### src/rtl/fws_pkg.sv
package fws_pkg;
  localparam int NUM_CH = 2;

  typedef enum logic [1:0] {
    ST_IDLE  = 2'd0,
    ST_SYNC  = 2'd1,
    ST_SHIFT = 2'd2
  } chState_t;

  typedef struct packed {
    logic capPend;
    logic loadShift;
    logic shiftOne;
  } chStrobe_t;
endpackage

### src/rtl/fws_ctrl.sv
module fws_ctrl
  import fws_pkg::*;
#(
  parameter int WORD_W = 32,
  parameter int DIV_W  = 8
) (
  input  logic                   clk,
  input  logic                   rst,
  input  logic                   useSlow,
  input  logic [DIV_W-1:0]       divN,
  input  logic [NUM_CH-1:0]      ldStrobe,
  output chStrobe_t [NUM_CH-1:0] strobe,
  output logic [NUM_CH-1:0]      syncAct,
  output logic [NUM_CH-1:0]      shiftAct,
  output logic [NUM_CH-1:0]      pendValid,
  output logic [NUM_CH-1:0]      lastBit,
  output logic                   stepEn,
  output logic                   slowClk,
  output logic [DIV_W-1:0]       divCnt
);
  localparam int CNT_W = (WORD_W > 1) ? $clog2(WORD_W) : 1;
  localparam logic [CNT_W-1:0] LAST_IDX = CNT_W'(WORD_W - 1);

  logic divWrap;

  // slow clock divider: toggles every divN+1 system clocks
  assign divWrap = (divCnt >= divN);

  always_ff @(posedge clk) begin
    if (rst) begin
      divCnt  <= '0;
      slowClk <= 1'b0;
    end else if (divWrap) begin
      divCnt  <= '0;
      slowClk <= ~slowClk;
    end else begin
      divCnt <= divCnt + 1'b1;
    end
  end

  // bit-time step: every clock, or on the falling edge of the slow clock
  assign stepEn = useSlow ? (divWrap && slowClk) : 1'b1;

  for (genvar c = 0; c < NUM_CH; c++) begin : g_ch
    chState_t         state;
    logic [CNT_W-1:0] bitCnt;
    logic             pend;
    logic             isLast;
    logic             takePend;

    assign isLast   = (bitCnt == LAST_IDX);
    assign takePend = stepEn && pend &&
                      ((state == ST_IDLE) || ((state == ST_SHIFT) && isLast));

    assign strobe[c].capPend   = ldStrobe[c];
    assign strobe[c].loadShift = takePend;
    assign strobe[c].shiftOne  = stepEn && (state == ST_SHIFT) && !isLast;

    assign syncAct[c]   = (state == ST_SYNC);
    assign shiftAct[c]  = (state == ST_SHIFT);
    assign pendValid[c] = pend;
    assign lastBit[c]   = isLast;

    always_ff @(posedge clk) begin
      if (rst) begin
        pend <= 1'b0;
      end else if (ldStrobe[c]) begin
        pend <= 1'b1;
      end else if (takePend) begin
        pend <= 1'b0;
      end
    end

    always_ff @(posedge clk) begin
      if (rst) begin
        state  <= ST_IDLE;
        bitCnt <= '0;
      end else if (stepEn) begin
        unique case (state)
          ST_IDLE: begin
            if (pend) state <= ST_SYNC;
          end
          ST_SYNC: begin
            state  <= ST_SHIFT;
            bitCnt <= '0;
          end
          ST_SHIFT: begin
            if (isLast) begin
              state <= pend ? ST_SYNC : ST_IDLE;
            end else begin
              bitCnt <= bitCnt + 1'b1;
            end
          end
          default: state <= ST_IDLE;
        endcase
      end
    end
  end
endmodule

### src/rtl/fws_datapath.sv
module fws_datapath
  import fws_pkg::*;
#(
  parameter int WORD_W = 32
) (
  input  logic                               clk,
  input  logic                               rst,
  input  chStrobe_t [NUM_CH-1:0]             strobe,
  input  logic [NUM_CH-1:0][WORD_W-1:0]      wordIn,
  output logic [NUM_CH-1:0]                  msb
);
  for (genvar c = 0; c < NUM_CH; c++) begin : g_ch
    logic [WORD_W-1:0] pendWord;
    logic [WORD_W-1:0] shReg;

    // holding register: a later load overwrites an unsent word
    always_ff @(posedge clk) begin
      if (rst) begin
        pendWord <= '0;
      end else if (strobe[c].capPend) begin
        pendWord <= wordIn[c];
      end
    end

    always_ff @(posedge clk) begin
      if (rst) begin
        shReg <= '0;
      end else if (strobe[c].loadShift) begin
        shReg <= pendWord;
      end else if (strobe[c].shiftOne) begin
        shReg <= {shReg[WORD_W-2:0], 1'b0};
      end
    end

    assign msb[c] = shReg[WORD_W-1];
  end
endmodule

### src/rtl/freq_word_serializer.sv
module freq_word_serializer
  import fws_pkg::*;
#(
  parameter int WORD_W = 32,
  parameter int DIV_W  = 8
) (
  input  logic              clk,
  input  logic              rst,
  input  logic              cfgUseSlow,
  input  logic [DIV_W-1:0]  cfgDivN,
  input  logic              cfgSyncInvCar,
  input  logic              cfgSyncInvSym,
  input  logic              carLoad,
  input  logic [WORD_W-1:0] carWord,
  input  logic              symLoad,
  input  logic [WORD_W-1:0] symWord,
  output logic              carData,
  output logic              carSync,
  output logic              symData,
  output logic              symSync,
  output logic              slowClkOut
);
  chStrobe_t [NUM_CH-1:0]        strobe;
  logic [NUM_CH-1:0]             syncAct;
  logic [NUM_CH-1:0]             shiftAct;
  logic [NUM_CH-1:0]             pendValid;
  logic [NUM_CH-1:0]             lastBit;
  logic [NUM_CH-1:0]             msb;
  logic [NUM_CH-1:0][WORD_W-1:0] wordIn;
  logic                          stepEn;
  logic [DIV_W-1:0]              divCnt;

  assign wordIn[0] = carWord;
  assign wordIn[1] = symWord;

  fws_ctrl #(.WORD_W(WORD_W), .DIV_W(DIV_W)) u_ctrl (
    .clk       (clk),
    .rst       (rst),
    .useSlow   (cfgUseSlow),
    .divN      (cfgDivN),
    .ldStrobe  ({symLoad, carLoad}),
    .strobe    (strobe),
    .syncAct   (syncAct),
    .shiftAct  (shiftAct),
    .pendValid (pendValid),
    .lastBit   (lastBit),
    .stepEn    (stepEn),
    .slowClk   (slowClkOut),
    .divCnt    (divCnt)
  );

  fws_datapath #(.WORD_W(WORD_W)) u_dp (
    .clk    (clk),
    .rst    (rst),
    .strobe (strobe),
    .wordIn (wordIn),
    .msb    (msb)
  );

  assign carData = shiftAct[0] & msb[0];
  assign symData = shiftAct[1] & msb[1];
  assign carSync = syncAct[0] ^ cfgSyncInvCar;
  assign symSync = syncAct[1] ^ cfgSyncInvSym;
endmodule

### config.mk
export PLATFORM = sky130hd
export DESIGN_NAME = freq_word_serializer
export DESIGN_NICKNAME = d
export VERILOG_FILES = /design/src/rtl/fws_pkg.sv /design/src/rtl/fws_ctrl.sv /design/src/rtl/fws_datapath.sv /design/src/rtl/freq_word_serializer.sv
export SDC_FILE = /design/constraint.sdc
export NUM_CORES = 1
export LEC_CHECK = 0
export BUFFER_PORTS_ARGS = -buffer_cell sky130_fd_sc_hd__buf_4
export CAP_MARGIN = 20
export CORE_MARGIN = 5
export CORE_UTILIZATION = 63
export CTS_CLUSTER_SIZE = 14
export DETAILED_ROUTE_END_ITERATION = 12
export HOLD_SLACK_MARGIN = 0.15
export PLACE_DENSITY = 0.87
export SLEW_MARGIN = 10
export SYNTH_ARGS = -nofsm -noshare
export SYNTH_HDL_FRONTEND = slang
export SYNTH_SLANG_ARGS = --single-unit
### constraint.sdc
create_clock -name clk -period 6.5 [get_ports clk]
set_clock_uncertainty 0.15 [all_clocks]
set_input_delay 0.325 -clock clk [delete_from_list [all_inputs] [get_ports clk]]
set_output_delay 0.325 -clock clk [all_outputs]
set_load 0.01 [all_outputs]
After elaboration in Yosys (flattened, before gate mapping). Index checks and enable logic that the tools add are counted.

Flip-flop bits (word level): 153. Bits of input ports: 79. Output and inout port bits: 5.

Add/sub/neg operators: 3. $lt $le $gt $ge: 1. Equality and inequality tests: 12. Multiplexer cells: 21. Bitwise logic cells: 5. Reduce and logical (&&, ||, !) cells: 28.

Operators with widths (number): $mux 32 (4); $pmux 5 s2 (2); $pmux 2 s3 (2); $reduce_and 3->1 (4); $reduce_bool 2->1 (6); $logic_and 1x1->1 (11); $add 5x1->5 const B (2); $eq 5x5->1 const B (2); $mux 5 (2); $add 8x1->8 const B (1); $ge 8x8->1 (1); $mux 2 (4); $ne 2x1->1 const B (4); $mux 1 (7); $eq 2x1->1 const B (2); $eq 2x2->1 const B (2); $logic_not 2->1 (2); $ne 2x2->1 const B (2); $and 1x1->1 (2); $logic_not 1->1 (2); $logic_or 1x1->1 (2); $reduce_or 2->1 (1); $xor 1x1->1 (2); $not 1->1 (1).

Longest topological paths before layout. Gate-level depths: netlist of run 1.

Word-level depth: 7. Depth in mapped cells: 10.

Modules after synthesis. A second synthesis of run 1 with hierarchy kept.

Cell total of the unflattened synthesis: 685. Area, all modules: 7139.3 µm².

By module, submodules not included: fws_datapath (instances 1, cells an instance 494, area each 5591.6 µm², seq. area each 2562.5 µm²); fws_ctrl (instances 1, cells an instance 187, area each 1517.7 µm², seq. area each 500.5 µm²); freq_word_serializer (instances 1, cells an instance 4, area each 30.0 µm², seq. area each 0.0 µm²).

Least setup slack after synthesis of run 1. OpenSTA, ideal clock, no wires.

Kind: register to register. Start point: register u_ctrl.g_ch[0].bitCnt[0]. End point: register u_dp.g_ch[0].shReg[10]. Setup time: 116 ps. Arrival: 2195 ps. Required time: 6234 ps. Slack: 4039 ps. Cell stages (with the launch flop): 11. Clock period less this slack: 2461 ps. Path through: dfxtp_1 ha_1 and3_1 ha_1 nor2b_1 nor2_2 buf_2 buf_2 mux2i_1 nand4_1 o211a_1.

Longest elaborated chain between the ends: 5. Elaborated cells on any way between the ends: 8. Those cells by class: 1 x eq/ne; 1 x mux; 6 x reduce/logical.

Ends and longest elaborated chain: from (decl) (RTL line fws_ctrl.sv:46) `logic [CNT_W-1:0] bitCnt;`; from (signal assigned) (RTL line fws_ctrl.sv:91) `bitCnt <= bitCnt + 1'b1;`; $eq 5x5->1 * (RTL line fws_ctrl.sv:51) `assign isLast = (bitCnt == LAST_IDX);`; $logic_and 1x1->1 (RTL line fws_ctrl.sv:53) `((state == ST_IDLE) || ((state == ST_SHIFT) && isLast));`; $logic_or 1x1->1 (RTL line fws_ctrl.sv:53); $logic_and 1x1->1 (RTL line fws_ctrl.sv:52) `assign takePend = stepEn && pend &&`; $mux 32 or $reduce_bool 2->1 (tied branches); to (signal assigned) (RTL line fws_datapath.sv:29) `shReg <= pendWord;`; to (signal assigned) (RTL line fws_datapath.sv:31) `shReg <= {shReg[WORD_W-2:0], 1'b0};`; to (decl) (RTL line fws_datapath.sv:14) `logic [WORD_W-1:0] shReg;`.

Every way passes the cells marked *; elsewhere a longest branch is shown, timed or not. A chain may end at the register's enable or synchronous reset.

Final worst setup path of run 1.
Start point: register u_ctrl.divCnt[5]. End point: register u_dp.g_ch[0].shReg[29].

Longest elaborated chain between the ends: 6. Elaborated cells on any way between the ends: 9. Those cells by class: 1 x order compare; 2 x mux; 6 x reduce/logical.

Ends and longest elaborated chain: from (decl) (RTL line fws_ctrl.sv:19) `output logic [DIV_W-1:0] divCnt`; from (signal assigned) (RTL line fws_ctrl.sv:37) `divCnt <= divCnt + 1'b1;`; $ge 8x8->1 * (RTL line fws_ctrl.sv:27) `assign divWrap = (divCnt >= divN);`; $logic_and 1x1->1 * (RTL line fws_ctrl.sv:42) `assign stepEn = useSlow ? (divWrap && slowClk) : 1'b1;`; $mux 1 * (RTL line fws_ctrl.sv:42); $logic_and 1x1->1, on equally long branches (2 in a row) (RTL line fws_ctrl.sv:52, fws_ctrl.sv:57); $mux 32 or $reduce_bool 2->1 (tied branches).

Marks and branches as above.

==> results of run 1 <==
==> synthesized netlist by cell type, types with 3 or more instances <==
cell,count
nor2_1,78
o21ai_0,13
or4_1,15
dfxtp_1,153
clkbuf_1,32
o31ai_1,6
nor2b_1,7
o211a_1,47
a22oi_1,7
and3_1,4
o32ai_1,7
xor2_1,6
inv_1,14
nand4_1,52
nand2b_1,3
mux2i_1,119
ha_1,13
o311ai_0,4
o21a_1,4
buf_1,10
nand3_1,6
buf_2,8
nand2_1,18
o41ai_1,4
a21oi_1,18
clkbuf_8,6
==> worst reg2reg max path, delay by kind of cell, from the launching register on <==
family,cells,cell delay (ns)
and+or+nand+nor,2,1.75
AOI/OAI and AO/OA,3,0.74
adders and majority gates,1,0.30
DFF,1,0.40
==> repair_timing <==
action,4_1_cts,5_1_grt
setup buffers,0,0
hold endpoints to repair,64,0
hold buffers,64,0
==> kinds of logic (layout without fill, tap and decap cells) <==
| family | Yosys count | count (layout) | share of synthesized area |
|---|---|---|---|
| buffers and inverters | 74 | 202 | 0.0539 |
| adders and majority gates | 13 | 13 | 0.0234 |
| DFF | 153 | 153 | 0.441 |
| muxes | 119 | 119 | 0.172 |
| AOI/OAI and AO/OA | 123 | 123 | 0.148 |
| other | 0 | 3 | 0 |
| xor gates and xnor gates | 8 | 8 | 0.0101 |
| and+or+nand+nor | 200 | 200 | 0.152 |
==> per-layer routing <==
layer / part of all wire / up-vias / track usage
met5: 0 / - / 0
met4: 0.044 / 0 / 0.141
met3: 0.076 / 92 / 0.0668
met2: 0.49 / 388 / 0.478
met1: 0.39 / 2982 / 0.336
li1: - / 2796 / -
==> report_power, final <==
group / switching, mW / total [mW] / leakage [nW] / internal [mW]
Clock: 0.398 / 1.06 / 0.298 / 0.660
Sequential: 0.0406 / 1.04 / 1.25 / 0.995
Combinational: 0.200 / 0.372 / 2.62 / 0.172
==> worst min-delay path by stage <==
| stage | from | endpoint | cells past startpoint |
|---|---|---|---|
| 3_5_place_dp | u_dp.g_ch[0].shReg[21] | u_dp.g_ch[0].shReg[21] | 2 |
| 6_report | carLoad | u_dp.g_ch[0].pendWord[14] | 3 |
| 2_1_floorplan | u_dp.g_ch[0].shReg[15] | u_dp.g_ch[0].shReg[15] | 2 |
| 3_3_place_gp | u_dp.g_ch[0].shReg[15] | u_dp.g_ch[0].shReg[15] | 2 |
| 5_1_grt | symLoad | u_dp.g_ch[1].pendWord[26] | 3 |
| 4_1_cts | carLoad | u_dp.g_ch[0].pendWord[4] | 3 |
==> registers in the layout, summed over array words and instances (netlist names) <==
register,flops
u_ctrl.g_ch.state,4
u_ctrl.divCnt,8
u_dp.g_ch.shReg,64
u_ctrl.g_ch.bitCnt,10
u_ctrl.slowClk,1
u_dp.g_ch.pendWord,64
u_ctrl.g_ch.pend,2
==> cells in the final DEF, fill, tap and decap left out, types with 6 or more instances in the layout <==
cell type / Yosys / final
clkbuf_16: 0 / 16
o31ai_1: 6 / 6
o32ai_1: 7 / 7
inv_1: 14 / 14
nand3_1: 6 / 6
or4_1: 15 / 14
o21ai_0: 13 / 13
mux2i_1: 119 / 119
nand2_1: 18 / 18
a22oi_1: 7 / 7
a21oi_1: 18 / 18
buf_4: 0 / 86
nor2_1: 78 / 76
nor2b_1: 7 / 7
xor2_1: 6 / 6
o211a_1: 47 / 47
dlygate4sd3_1: 0 / 64
ha_1: 13 / 13
dfxtp_1: 153 / 153
nand4_1: 52 / 52
==> through the flow <==
stage,setup slack [ns],utilization,cell area (um^2)
final,2.99,0.816,8850
after global routing,2.90,0.816,8840
after CTS,2.68,0.806,8740
after detailed placement,2.82,0.689,7470
after global placement,2.97,0.689,7470
after floorplan,4.04,-,6940
==> area by class of cell <==
class | count | area share
flip-flops and latches | 153 | 0.346
multi-input cells | 463 | 0.400
well taps | 140 | 0.0198
diodes | 3 | 0.000849
inverters | 15 | 0.00636
clock buffers | 19 | 0.0477
clock inverters | 13 | 0.0228
repair buffers | 155 | 0.156
==> impl_results.md, run 1 <==
- Antenna-violating nets left: 0
- Die Width: 115 um
- Inst Count DP: 857
- CP required: 6.71 ns
- Final wirelength: 19.6 mm
- Routed vias: 6258
- Largest net degree at the start of global routing: 101
- EDFF count, synth: 0
- Normalized max-slew margin: 0.280
- Synth area leader: dfxtp_1
- Cell count after synthesis: 690
- Max IR drop VDD: 0.199 mV
- Clk buf depth: 2
- DP HPWL: 9.29 mm
- Post-synth ARST share: 0
- First-pass GRT wire length: 30.2 mm
- Crit path launch type: flop
- Largest stage delay, worst path: 1.18 ns
- Area Growth Syn to Fin: 27.5%
- Syn Std Cell Area: 6940 um^2
- DIE AREA: 13200 um^2
- Final min period: 3.51 ns
- Yosys top cell area share: 0.441
- Vias in the first global route: 6164
- Initial antenna violation count: 2
- TritonCTS Sinks: 153
- Crit-path max FO: 54
- Total power: 2.47 mW
- Delay-heaviest family, CP: simple AND/OR/NAND/NOR gates
- Data arrival, critical path: 3.72 ns
- Final instance count without filler cells: 961
- H-tree depth: 4
- Max-slew violations: 0
- Worst Tran Pin Value: 1.08 ns
- Slowest stage cell, crit path: or4_2
- Critical path depth in cells: 6
- Worst-skew pair later-pin latency: 0.53 ns
- Hold Path Class: input port to flop
- GRT Overall Usage: 0.283
- Clk slew on worst S/H paths: 0.07 ns
- Row count: 38
- DRT Pass-1 Iters: 6
- Max Clock Freq: 285 MHz
- Number of remaining DRC errors: 0
- Pleak: 4.17 nW
- Yosys synthesis warning count: 0
- Sum Neg Setup Slack: 0 ns
- Gpl congestion: 0.791
- Critical Path End: u_dp.g_ch[0].shReg[29]
- Fin. Hold Viols: 0
- Ys flop type: dfxtp_1
- Sequential Area: 3060 um^2
- Via density: 6.51
- # IOs: 84
- DRT iter0 DRCs: 668
- Post-CTS Resized: 0
- Worst hold margin: 0.211 ns
- Worst path bufs/invs: 0
- R2R cell count: 6
- Cells taking the most area after synthesis: dfxtp_1, mux2i_1, o211a_1
- Share of cells above drive strength 1: 0.172
- GRT overflow: 0
- Critical Path Source: u_ctrl.divCnt[5]
- Routed WL per cell: 20.4 um
- Seq cells post-synth: 153
- Final setup vio count: 0
- Crit. End Element: flop
- Initial Util: 0.640
- FF-to-FF End: u_dp.g_ch[0].shReg[29]
- RSZ-0062 raised after global routing: false
- Fill cells: 561
- Core Area: 10800 um^2
- Synth unique cells: 52
- Synthesized Nets: 782
- Reg2reg start: u_ctrl.divCnt[5]
- PortBufs: 83
- Area of the multi-input gates: 3540 um^2
- PwrDens: 279 nW/um^2
- Final Cycle Share: 0.539
- CP Cell Sequence: ha_1, a211o_1, a21o_4, or4_2, nand2_1, o32ai_1
- Status: finished clean
- Post-synthesis sequential area ratio: 0.441
- Number of buffers created by CTS: 17
- # Max-Cap Violations: 0
- Syn_area_per_cell: 10.1 um^2
- Crit Path Class: flop to flop
- Nets: 897
- Internal reg-to-reg setup slack: 2.99 ns
- CTS tree: built
- Die height: 115 um
- CTS root buf: clkbuf_8
Power figures use the tool's default switching activity.
==> run 2: changes to the inputs <==
- CORE_UTILIZATION: 63 -> 52
- PLACE_DENSITY: 0.87 -> 0.77
- clock period: 6.5 -> 3 ns (I/O delays scaled with it)
==> run 2 against run 1 <==
  * Register-to-register slack lost 2.7 ns
  * Core utilization down 10 points
  * Setup slack worse by 2.7 ns
  * Power up 110%
  * Fmax grew 28%
  * Critical path depth up 1
  * Non-clock buffer count up 63
  * Clock power grew 100%
  * Largest cell class unchanged
  * Highest routed layer unchanged
==> impl_results.md, run 2 (same netlist as run 1, synthesis figures left out) <==
- Die Width: 126 um
- Final instance count without filler cells: 1056
- Largest stage delay, worst path: 0.71 ns
- Final setup vio count: 0
- Worst setup margin: 0.264 ns
- Worst hold margin: 0.163 ns
- Part of the power in registers: 0.427
- Internal reg-to-reg setup slack: 0.26 ns
- Pre-CTS WS: 0.188 ns
- Delay-heaviest family, CP: simple AND/OR/NAND/NOR gates
- Switching Fraction: 0.252
- Clock Power Share: 0.406
- Initial Util: 0.526
- Final Cycle Share: 0.912
- Pleak: 4.44 nW
- PortBufs: 83
- Commonest non-fill, non-tap cell in the layout: dfxtp_1
- Antenna Cells: 0
- Fin. Hold Viols: 0
- CTS tree: built
- Max Clock Freq: 365 MHz
- DIE AREA: 15800 um^2
- Data arrival, critical path: 2.95 ns
- Number of buffers created by CTS: 17
- Vias in the first global route: 6514
- Status: finished clean
- Post-CTS Resized: 0
- Cell Int Power: 3.92 mW
- Top flop regs: u_dp.g_ch.pendWord x64, u_dp.g_ch.shReg x64, u_ctrl.g_ch.bitCnt x10
- Normalized max-slew margin: 0.524
- H-tree depth: 4
- CP required: 3.21 ns
- Most frequent cells in the layout: dfxtp_1, mux2i_1, dlygate4sd3_1
- Core Area: 13200 um^2
- CTS root buf: clkbuf_16
- Number of remaining DRC errors: 0
- Max IR drop VDD: 0.422 mV
- DRT Pass-1 Iters: 7
- TritonCTS Sinks: 153
- Die height: 126 um
- Nets: 960
- Crit path launch type: flop
- Crit Path Class: flop to flop
- Clk buf depth: 2
- RSZ-0062 raised after global routing: false
- Clk slew on worst S/H paths: 0.06 ns
- DP HPWL: 10.2 mm
- Area Growth Syn to Fin: 35.8%
- Row count: 42
- Antenna-violating nets left: 0
- PwrDens: 555 nW/um^2
- Crit-path max FO: 29
- Largest net degree at the start of global routing: 53
- Worst Tran Pin Value: 0.713 ns
- GRT overflow: 0
- Final wirelength: 18.5 mm
- Worst-skew pair later-pin latency: 0.42 ns
- Slowest stage cell, crit path: or4_2
- GRT Overall Usage: 0.238
- Sum Neg Setup Slack: 0 ns
- Inst Count DP: 906
- Final min period: 2.74 ns
- # IOs: 84
- Routed WL per cell: 17.5 um
- Initial antenna violation count: 0
- Crit. End Element: flop
- CP Cell Sequence: ha_1, a211o_1, a21o_4, or4_2, buf_4, nand4_1, o211a_1
- First-pass GRT wire length: 31.1 mm
- # Max-Cap Violations: 0
- Routed vias: 6163
- Max-slew violations: 0
- Share of cells above drive strength 1: 0.166
- Via density: 5.84
- Combinational share of power: 0.167
- DRT iter0 DRCs: 563
- Worst path bufs/invs: 1
- Gpl congestion: 0.836
- Hold Path Class: input port to flop
- Net Sw Power: 1.32 mW
## run 2: stage by stage
stage	utilization	cell area, um^2	power (mW)
2_1_floorplan	-	6940	2.76
3_3_place_gp	0.580	7650	2.94
3_5_place_dp	0.580	7650	2.98
4_1_cts	0.714	9420	5.22
5_1_grt	0.715	9430	5.43
6_report	0.715	9430	5.24
## run 2: final cells by class
type	count	area, um^2
multi-input combinational	463	3540
inverter	15	56.3
sequential	153	3060
clock inverter	9	124
clock buffer	22	454
timing repair buffer	218	1970
tap	176	220
fill	860	3760
## run 2: metal layers
metal / track usage / vias up / part of all wire
met3: 0.0469 / 61 / 0.048
met2: 0.409 / 228 / 0.51
met4: 0.132 / 0 / 0.037
met1: 0.278 / 2969 / 0.41
met5: 0 / - / 0
li1: - / 2905 / -
## run 2: power groups by stage
stage	Combinational (mW)	Sequential [mW]	Clock [mW]
floorplan	0.515	2.25	0
global placement	0.673	2.27	0
detailed placement	0.704	2.27	0
CTS	0.847	2.23	2.15
global route	0.944	2.25	2.24
finish	0.873	2.24	2.13
## run 2: tightest hold or removal path: cells and delay by family
kind / cells / cell delay (ns)
buffers and inverters: 1 / 0.29
and+or+nand+nor: 1 / 0.08
muxes: 1 / 0.18
## run 2: repair_timing
item | in CTS | in global routing
setup endpoints to repair | 0 | 0
hold buffers | 119 | 0
buffers inserted | 0 | 0
endpoints found under the hold margin | 84 | 0
## run 2: worst paths after layout
path                          startpoint                         to  cells past startpoint
setup / recovery        u_ctrl.divCnt[5]      u_dp.g_ch[1].shReg[6]                      7
hold / removal                   carLoad  u_dp.g_ch[0].pendWord[23]                      3
setup reg to reg        u_ctrl.divCnt[5]      u_dp.g_ch[1].shReg[6]                      7
hold reg to reg   u_dp.g_ch[0].shReg[15]     u_dp.g_ch[0].shReg[15]                      2
